===== config.mk =====
export PLATFORM = sky130hd
export DESIGN_NAME = vlan_fwd_resolver
export DESIGN_NICKNAME = d
export VERILOG_FILES = /design/src/rtl/vfr_pkg.sv /design/src/rtl/vfr_vid_ctrl.sv /design/src/rtl/vfr_flood.sv /design/src/rtl/vfr_select.sv /design/src/rtl/vlan_fwd_resolver.sv
export SDC_FILE = /design/constraint.sdc
export NUM_CORES = 1
export LEC_CHECK = 0
export ABC_AREA = 1
export CAP_MARGIN = 25
export CORE_MARGIN = 1.5
export CORE_UTILIZATION = 43
export CTS_CLUSTER_SIZE = 14
export DETAILED_ROUTE_END_ITERATION = 10
export HOLD_SLACK_MARGIN = 0.12
export PLACE_DENSITY_LB_ADDON = 0.1
export SYNTH_ARGS = -nofsm -noshare
export SYNTH_HDL_FRONTEND = slang
export SYNTH_SLANG_ARGS = --single-unit

===== constraint.sdc =====
create_clock -name clk -period 4.2 [get_ports clk]
set_clock_uncertainty 0.1 [all_clocks]
set_input_delay 0.84 -clock clk [delete_from_list [all_inputs] [get_ports clk]]
set_output_delay 0.84 -clock clk [all_outputs]
set_load 0.005 [all_outputs]

===== src/rtl/vfr_pkg.sv =====
package vfr_pkg;
    localparam int NUM_PORTS = 16;
    localparam int VID_W     = 6;
    localparam int PIDX_W    = $clog2(NUM_PORTS);
    localparam int MASK_W    = NUM_PORTS + 1;
    localparam int CPU_BIT   = NUM_PORTS;

    typedef logic [MASK_W-1:0] egress_mask_t;

    typedef struct packed {
        logic         valid;
        egress_mask_t mask;
    } vfr_state_t;
endpackage


===== src/rtl/vfr_vid_ctrl.sv =====
module vfr_vid_ctrl #(
    parameter int NPORT = vfr_pkg::NUM_PORTS,
    parameter int VW    = vfr_pkg::VID_W,
    localparam int IW   = $clog2(NPORT)
) (
    input  logic [NPORT*VW-1:0] port_vids,
    input  logic [IW-1:0]       in_port,
    output logic                vlan_on,
    output logic [VW-1:0]       src_vid,
    output logic [NPORT-1:0]    same_vid
);
    logic [NPORT-1:0] vid_nz;

    always_comb begin
        src_vid = '0;
        for (int k = 0; k < NPORT; k++) begin
            if (in_port == IW'(k)) src_vid = port_vids[k*VW +: VW];
        end
    end

    for (genvar p = 0; p < NPORT; p++) begin : g_port
        assign vid_nz[p]   = |port_vids[p*VW +: VW];
        assign same_vid[p] = (port_vids[p*VW +: VW] == src_vid);
    end

    assign vlan_on = &vid_nz;
endmodule


===== src/rtl/vfr_flood.sv =====
module vfr_flood #(
    parameter int NPORT = vfr_pkg::NUM_PORTS,
    localparam int IW   = $clog2(NPORT)
) (
    input  logic [IW-1:0]    in_port,
    input  logic             vlan_on,
    input  logic [NPORT-1:0] same_vid,
    input  logic [NPORT-1:0] srv_mask,
    input  logic             is_bcast,
    input  logic             cpu_bcast_en,
    output logic [NPORT:0]   flood_mask
);
    logic [NPORT-1:0] member;

    for (genvar p = 0; p < NPORT; p++) begin : g_mem
        assign member[p] = (in_port != IW'(p)) &&
                           (!vlan_on || same_vid[p] || srv_mask[p]);
    end

    assign flood_mask = {is_bcast & cpu_bcast_en, member};
endmodule


===== src/rtl/vfr_select.sv =====
module vfr_select #(
    parameter int NPORT = vfr_pkg::NUM_PORTS,
    parameter int VW    = vfr_pkg::VID_W,
    localparam int IW   = $clog2(NPORT)
) (
    input  logic [IW-1:0]  in_port,
    input  logic           vlan_on,
    input  logic [VW-1:0]  src_vid,
    input  logic           is_bcast,
    input  logic           lkp_hit,
    input  logic           lkp_static,
    input  logic [NPORT:0] lkp_mask,
    input  logic [VW-1:0]  lkp_vid,
    input  logic [NPORT:0] flood_mask,
    input  logic           xvlan_cpu_en,
    output logic [NPORT:0] sel_mask
);
    logic [NPORT:0] ingress_oh;
    logic [NPORT:0] raw;

    assign ingress_oh = (NPORT+1)'(1) << in_port;

    always_comb begin
        if (lkp_hit && lkp_static) begin
            raw = lkp_mask;
        end else if (is_bcast || !lkp_hit) begin
            raw = flood_mask;
        end else if (vlan_on && (lkp_vid != src_vid)) begin
            raw = '0;
            raw[NPORT] = xvlan_cpu_en;
        end else begin
            raw = lkp_mask;
        end
        sel_mask = raw & ~ingress_oh;
    end
endmodule


===== src/rtl/vlan_fwd_resolver.sv =====
module vlan_fwd_resolver
    import vfr_pkg::*;
#(
    parameter int NPORT = NUM_PORTS,
    parameter int VW    = VID_W,
    localparam int IW   = $clog2(NPORT)
) (
    input  logic                clk,
    input  logic                rst,
    input  logic                in_valid,
    input  logic [IW-1:0]       in_port,
    input  logic                is_bcast,
    input  logic                lkp_hit,
    input  logic                lkp_static,
    input  logic [NPORT:0]      lkp_mask,
    input  logic [VW-1:0]       lkp_vid,
    input  logic [NPORT*VW-1:0] port_vids,
    input  logic [NPORT-1:0]    srv_mask,
    input  logic                cpu_bcast_en,
    input  logic                xvlan_cpu_en,
    output logic                out_valid,
    output logic [NPORT:0]      out_mask
);
    typedef struct packed {
        logic           valid;
        logic [NPORT:0] mask;
    } st_t;

    logic             vlan_on;
    logic [VW-1:0]    src_vid;
    logic [NPORT-1:0] same_vid;
    logic [NPORT:0]   flood_mask;
    logic [NPORT:0]   sel_mask;
    st_t              st_d, st_q;

    vfr_vid_ctrl #(.NPORT(NPORT), .VW(VW)) vid_i (
        .port_vids (port_vids),
        .in_port   (in_port),
        .vlan_on   (vlan_on),
        .src_vid   (src_vid),
        .same_vid  (same_vid)
    );

    vfr_flood #(.NPORT(NPORT)) flood_i (
        .in_port      (in_port),
        .vlan_on      (vlan_on),
        .same_vid     (same_vid),
        .srv_mask     (srv_mask),
        .is_bcast     (is_bcast),
        .cpu_bcast_en (cpu_bcast_en),
        .flood_mask   (flood_mask)
    );

    vfr_select #(.NPORT(NPORT), .VW(VW)) sel_i (
        .in_port      (in_port),
        .vlan_on      (vlan_on),
        .src_vid      (src_vid),
        .is_bcast     (is_bcast),
        .lkp_hit      (lkp_hit),
        .lkp_static   (lkp_static),
        .lkp_mask     (lkp_mask),
        .lkp_vid      (lkp_vid),
        .flood_mask   (flood_mask),
        .xvlan_cpu_en (xvlan_cpu_en),
        .sel_mask     (sel_mask)
    );

    always_comb begin
        st_d       = st_q;
        st_d.valid = in_valid;
        if (in_valid) st_d.mask = sel_mask;
    end

    always_ff @(posedge clk) begin
        if (rst) st_q <= '0;
        else     st_q <= st_d;
    end

    assign out_valid = st_q.valid;
    assign out_mask  = st_q.mask;


    valid_lat_chk: assert property (@(posedge clk) disable iff (rst)
        in_valid |=> out_valid);


    hold_mask_chk: assert property (@(posedge clk) disable iff (rst)
        !in_valid |=> (!out_valid && $stable(out_mask)));


    no_ingress_chk: assert property (@(posedge clk) disable iff (rst)
        in_valid |=> (out_mask[$past(in_port)] == 1'b0));


    static_pass_chk: assert property (@(posedge clk) disable iff (rst)
        (in_valid && lkp_hit && lkp_static) |=>
        (out_mask == ($past(lkp_mask) & ~((NPORT+1)'(1) << $past(in_port)))));


    open_flood_chk: assert property (@(posedge clk) disable iff (rst)
        (in_valid && !vlan_on && !(lkp_hit && lkp_static) && (is_bcast || !lkp_hit)) |=>
        (out_mask[NPORT-1:0] == ~(NPORT'(1) << $past(in_port))));
endmodule


==> flow_summary.yaml <==
outcome:
  status: "finished clean"
floorplan:
  dieArea_um2: 10100
  coreArea_um2: 9240
  dieWidth_um: 101
  top_level_ports: 165
  die_y_um: 101
  initial_utilization_pct: 44.2
  placementRows: 35
detailed_routing:
  initialDrtViolationCount: 337
  drt_wl_total_um: 16100
  vias_per_cell: 5.18
  via_count: 5284
  wl_per_cell_um: 15.8
  drc_errors: 0
  ant_nets: 0
  first_pass_iters: 5
logic_synthesis:
  ys_warn_count: 0
  yosysTopAreaCellShare_pct: 19.7
  synth_common_cells: "214 x nand2_1, 96 x nor2_1, 85 x inv_1"
  synth_flop_cell: "dfxtp_1"
  synth_top_cell_by_area: "nand2_1"
  synth_edf_count: 0
  synth-seq-cells: 18
  ys_top_cells_by_area: "nand2_1 20%, nand3_1 9.7%, xnor2_1 9.2%"
  syn_nets: 873
  synth.most_common_cell: "nand2_1"
  syn_inst: 726
  avgSynthCellArea_um2: 5.63
  synth.cell_area_um2: 4090
  async_flop_share_pct: 0
  synth_cell_type_count: 35
  yosysSeqAreaShare_pct: 8.82
critical_path:
  critPathTopFamily: "simple AND/OR/NAND/NOR gates"
  max_stage_delay_ns: 0.64
  crit_path_cell_trace: "clkdlybuf4s50_1 -> inv_2 -> nor2_4 -> nand2_4 -> clkinv_2 -> nand2_1 -> nand2_1 -> nand2_1 -> nand2_1 -> nand3_1 -> nand2_1 -> nand4_1 -> nor2_1 -> nand4_2 -> nand2_4 -> nand2_1 -> nand2_1 -> nor2_4 -> nand3_4 -> nand3_4 -> nand3_1 -> nand2_1 -> nand2_1 -> a21oi_1"
  cp_slowest_cell: "clkdlybuf4s50_1"
  cp.depth: 24
  crit_fanout: 16
  arrival_ns: 3.92
  path_buf_inv: 3
  end_kind: "flip-flop"
  crit_required_ns: 4.21
  crit_top_cell: "nand2_1"
  rr_worst_depth: 2
  start_kind: "primary input"
  crit_type: "primary input to flip-flop"
timing:
  relSlewSlack_pct: 40.2
  rsz0062_at_grt: "false"
  hold_viol: 0
  setup_viol: 0
  max_freq_mhz: 256
  holdWs_ns: 0.366
  slew_violations: 0
  setup_ws_ns: 0.290
  finalCritPeriodShare_pct: 93.1
  worst_slew_pin_slew_ns: 0.894
  post-route-min-period_ns: 3.91
power_and_ir_drop:
  p_seq_share_pct: 16.6
  vdd_drop_max_uv: 98.6
  switching_power_w: 0.000509
  total_power_w: 0.00114
  combinationalPowerShare_pct: 70.9
  pwr-share-clk_pct: 12.5
  p_per_area_nw_per_um2: 192
  internal-power_w: 0.000634
  power.leakage_nw: 2.69
  swShare_pct: 44.5
clock_tree:
  cts_buffers: 3
  clk_latency_ns: 0.26
  cts_root_buf: "clkbuf_8"
  clock_path_buffers: 2
  cts_tree: "yes"
  htreeDepth: 1
  cts_hold_buf: 0
  path_clk_slew_ns: 0.07
  clock-sinks: 18
placement:
  place.gp.congestion: 1.02
  io_buffers: 164
  postPlaceCellArea_um2: 5860
  pre_cts_slack_ns: -0.109
  dp_hpwl_um: 13400
final_layout:
  finalInstanceArea_um2: 5940
  layout-drive-gt1-share_pct: 10.3
  diodes: 0
  fin_nets: 1040
  syn2layout_area_growth_pct: 45.4
  fillCellCount: 854
min_path:
  holdPathStages: 2
  holdCritPathClass: "flip-flop to flip-flop"
global_route:
  grt_max_degree: 36
  grt_antenna_before_repair: 0
  first_global_vias: 5122
  gr-total-overflow: 0
  grt_usage_pct: 31.5
  grt_pass1_wl_um: 25000
job:
  maxCapViolCount: 0
==> per-stage QoR <==
stage               util [%]  std cells  TNS, ns
finish                  64.3       1021        0
global route            64.3       1021        0
CTS                     64.0       1019        0
detailed placement      63.5       1015    -1.28
global placement        63.5       1015   -0.763
floorplan                  -        726        0
==> per-layer routing <==
| layer | up-vias | GRT usage [%] | wire length, µm |
|---|---|---|---|
| met4 | 0 | 9.43 | 343 |
| met5 | - | 0 | 0 |
| met1 | 2375 | 39.9 | 6780 |
| met2 | 257 | 56.6 | 7740 |
| li1 | 2624 | - | - |
| met3 | 28 | 2.77 | 1260 |
==> cell type report <==
class / instances / area (µm²) / share of cell area (%)
clock buffer: 4 / 55.1 / 0.926
tap: 129 / 161 / 2.72
inverter: 98 / 369 / 6.21
sequential: 18 / 360 / 6.06
timing repair buffer: 181 / 1780 / 30.0
multi-input combinational: 591 / 3210 / 54.1
==> flip-flops by register name, summed over array words and instances, names as in the netlist <==
name,cells
out_mask,17
out_valid,1
==> final timing paths <==
path                             start                         to  slack (ns)
max                         in_port[1]   out_mask[3]$_SDFFE_PP0P_        0.29
min          out_mask[16]$_SDFFE_PP0P_  out_mask[16]$_SDFFE_PP0P_        0.37
max reg2reg   out_mask[7]$_SDFFE_PP0P_   out_mask[7]$_SDFFE_PP0P_        3.47
min reg2reg  out_mask[16]$_SDFFE_PP0P_  out_mask[16]$_SDFFE_PP0P_        0.37
==> power groups by stage <==
stage	clock, W	combinational (W)	sequential [W]
finish	0.000143	0.000810	0.000189
global route	0.000149	0.000883	0.000191
CTS	0.000144	0.000800	0.000189
detailed placement	0	0.000797	0.000193
global placement	0	0.000781	0.000193
floorplan	0	0.000498	0.000194
==> worst reg2reg max path, stage by stage (launching register included) <==
cell,delay [ns]
dfxtp_1,0.34
nand2_1,0.07
a21oi_2,0.14
==> logic make-up (layout without fill, tap and decap cells) <==
| kind of cell | Yosys count | count (layout) | synth area share [%] |
|---|---|---|---|
| buf+inv | 117 | 283 | 12.8 |
| xor+xnor | 75 | 75 | 16.1 |
| simple gates | 474 | 474 | 55.8 |
| compound gates | 42 | 42 | 6.52 |
| flops | 18 | 18 | 8.82 |
==> cell usage in the layout (no fill, tap or decap), types with 16 or more instances in the layout <==
cell type          n
nor2_1            96
buf_4             16
dfxtp_1           18
nand2_1          213
inv_1             85
clkdlybuf4s50_1  163
xnor2_1           43
xor2_1            32
nand3_1           79
a21oi_1           21
==> timing repair <==
action,4_1_cts,5_1_grt
setup endpoints to repair,0,17
resized for setup,0,3
setup buffers,0,2
Power figures use the tool's default switching activity.
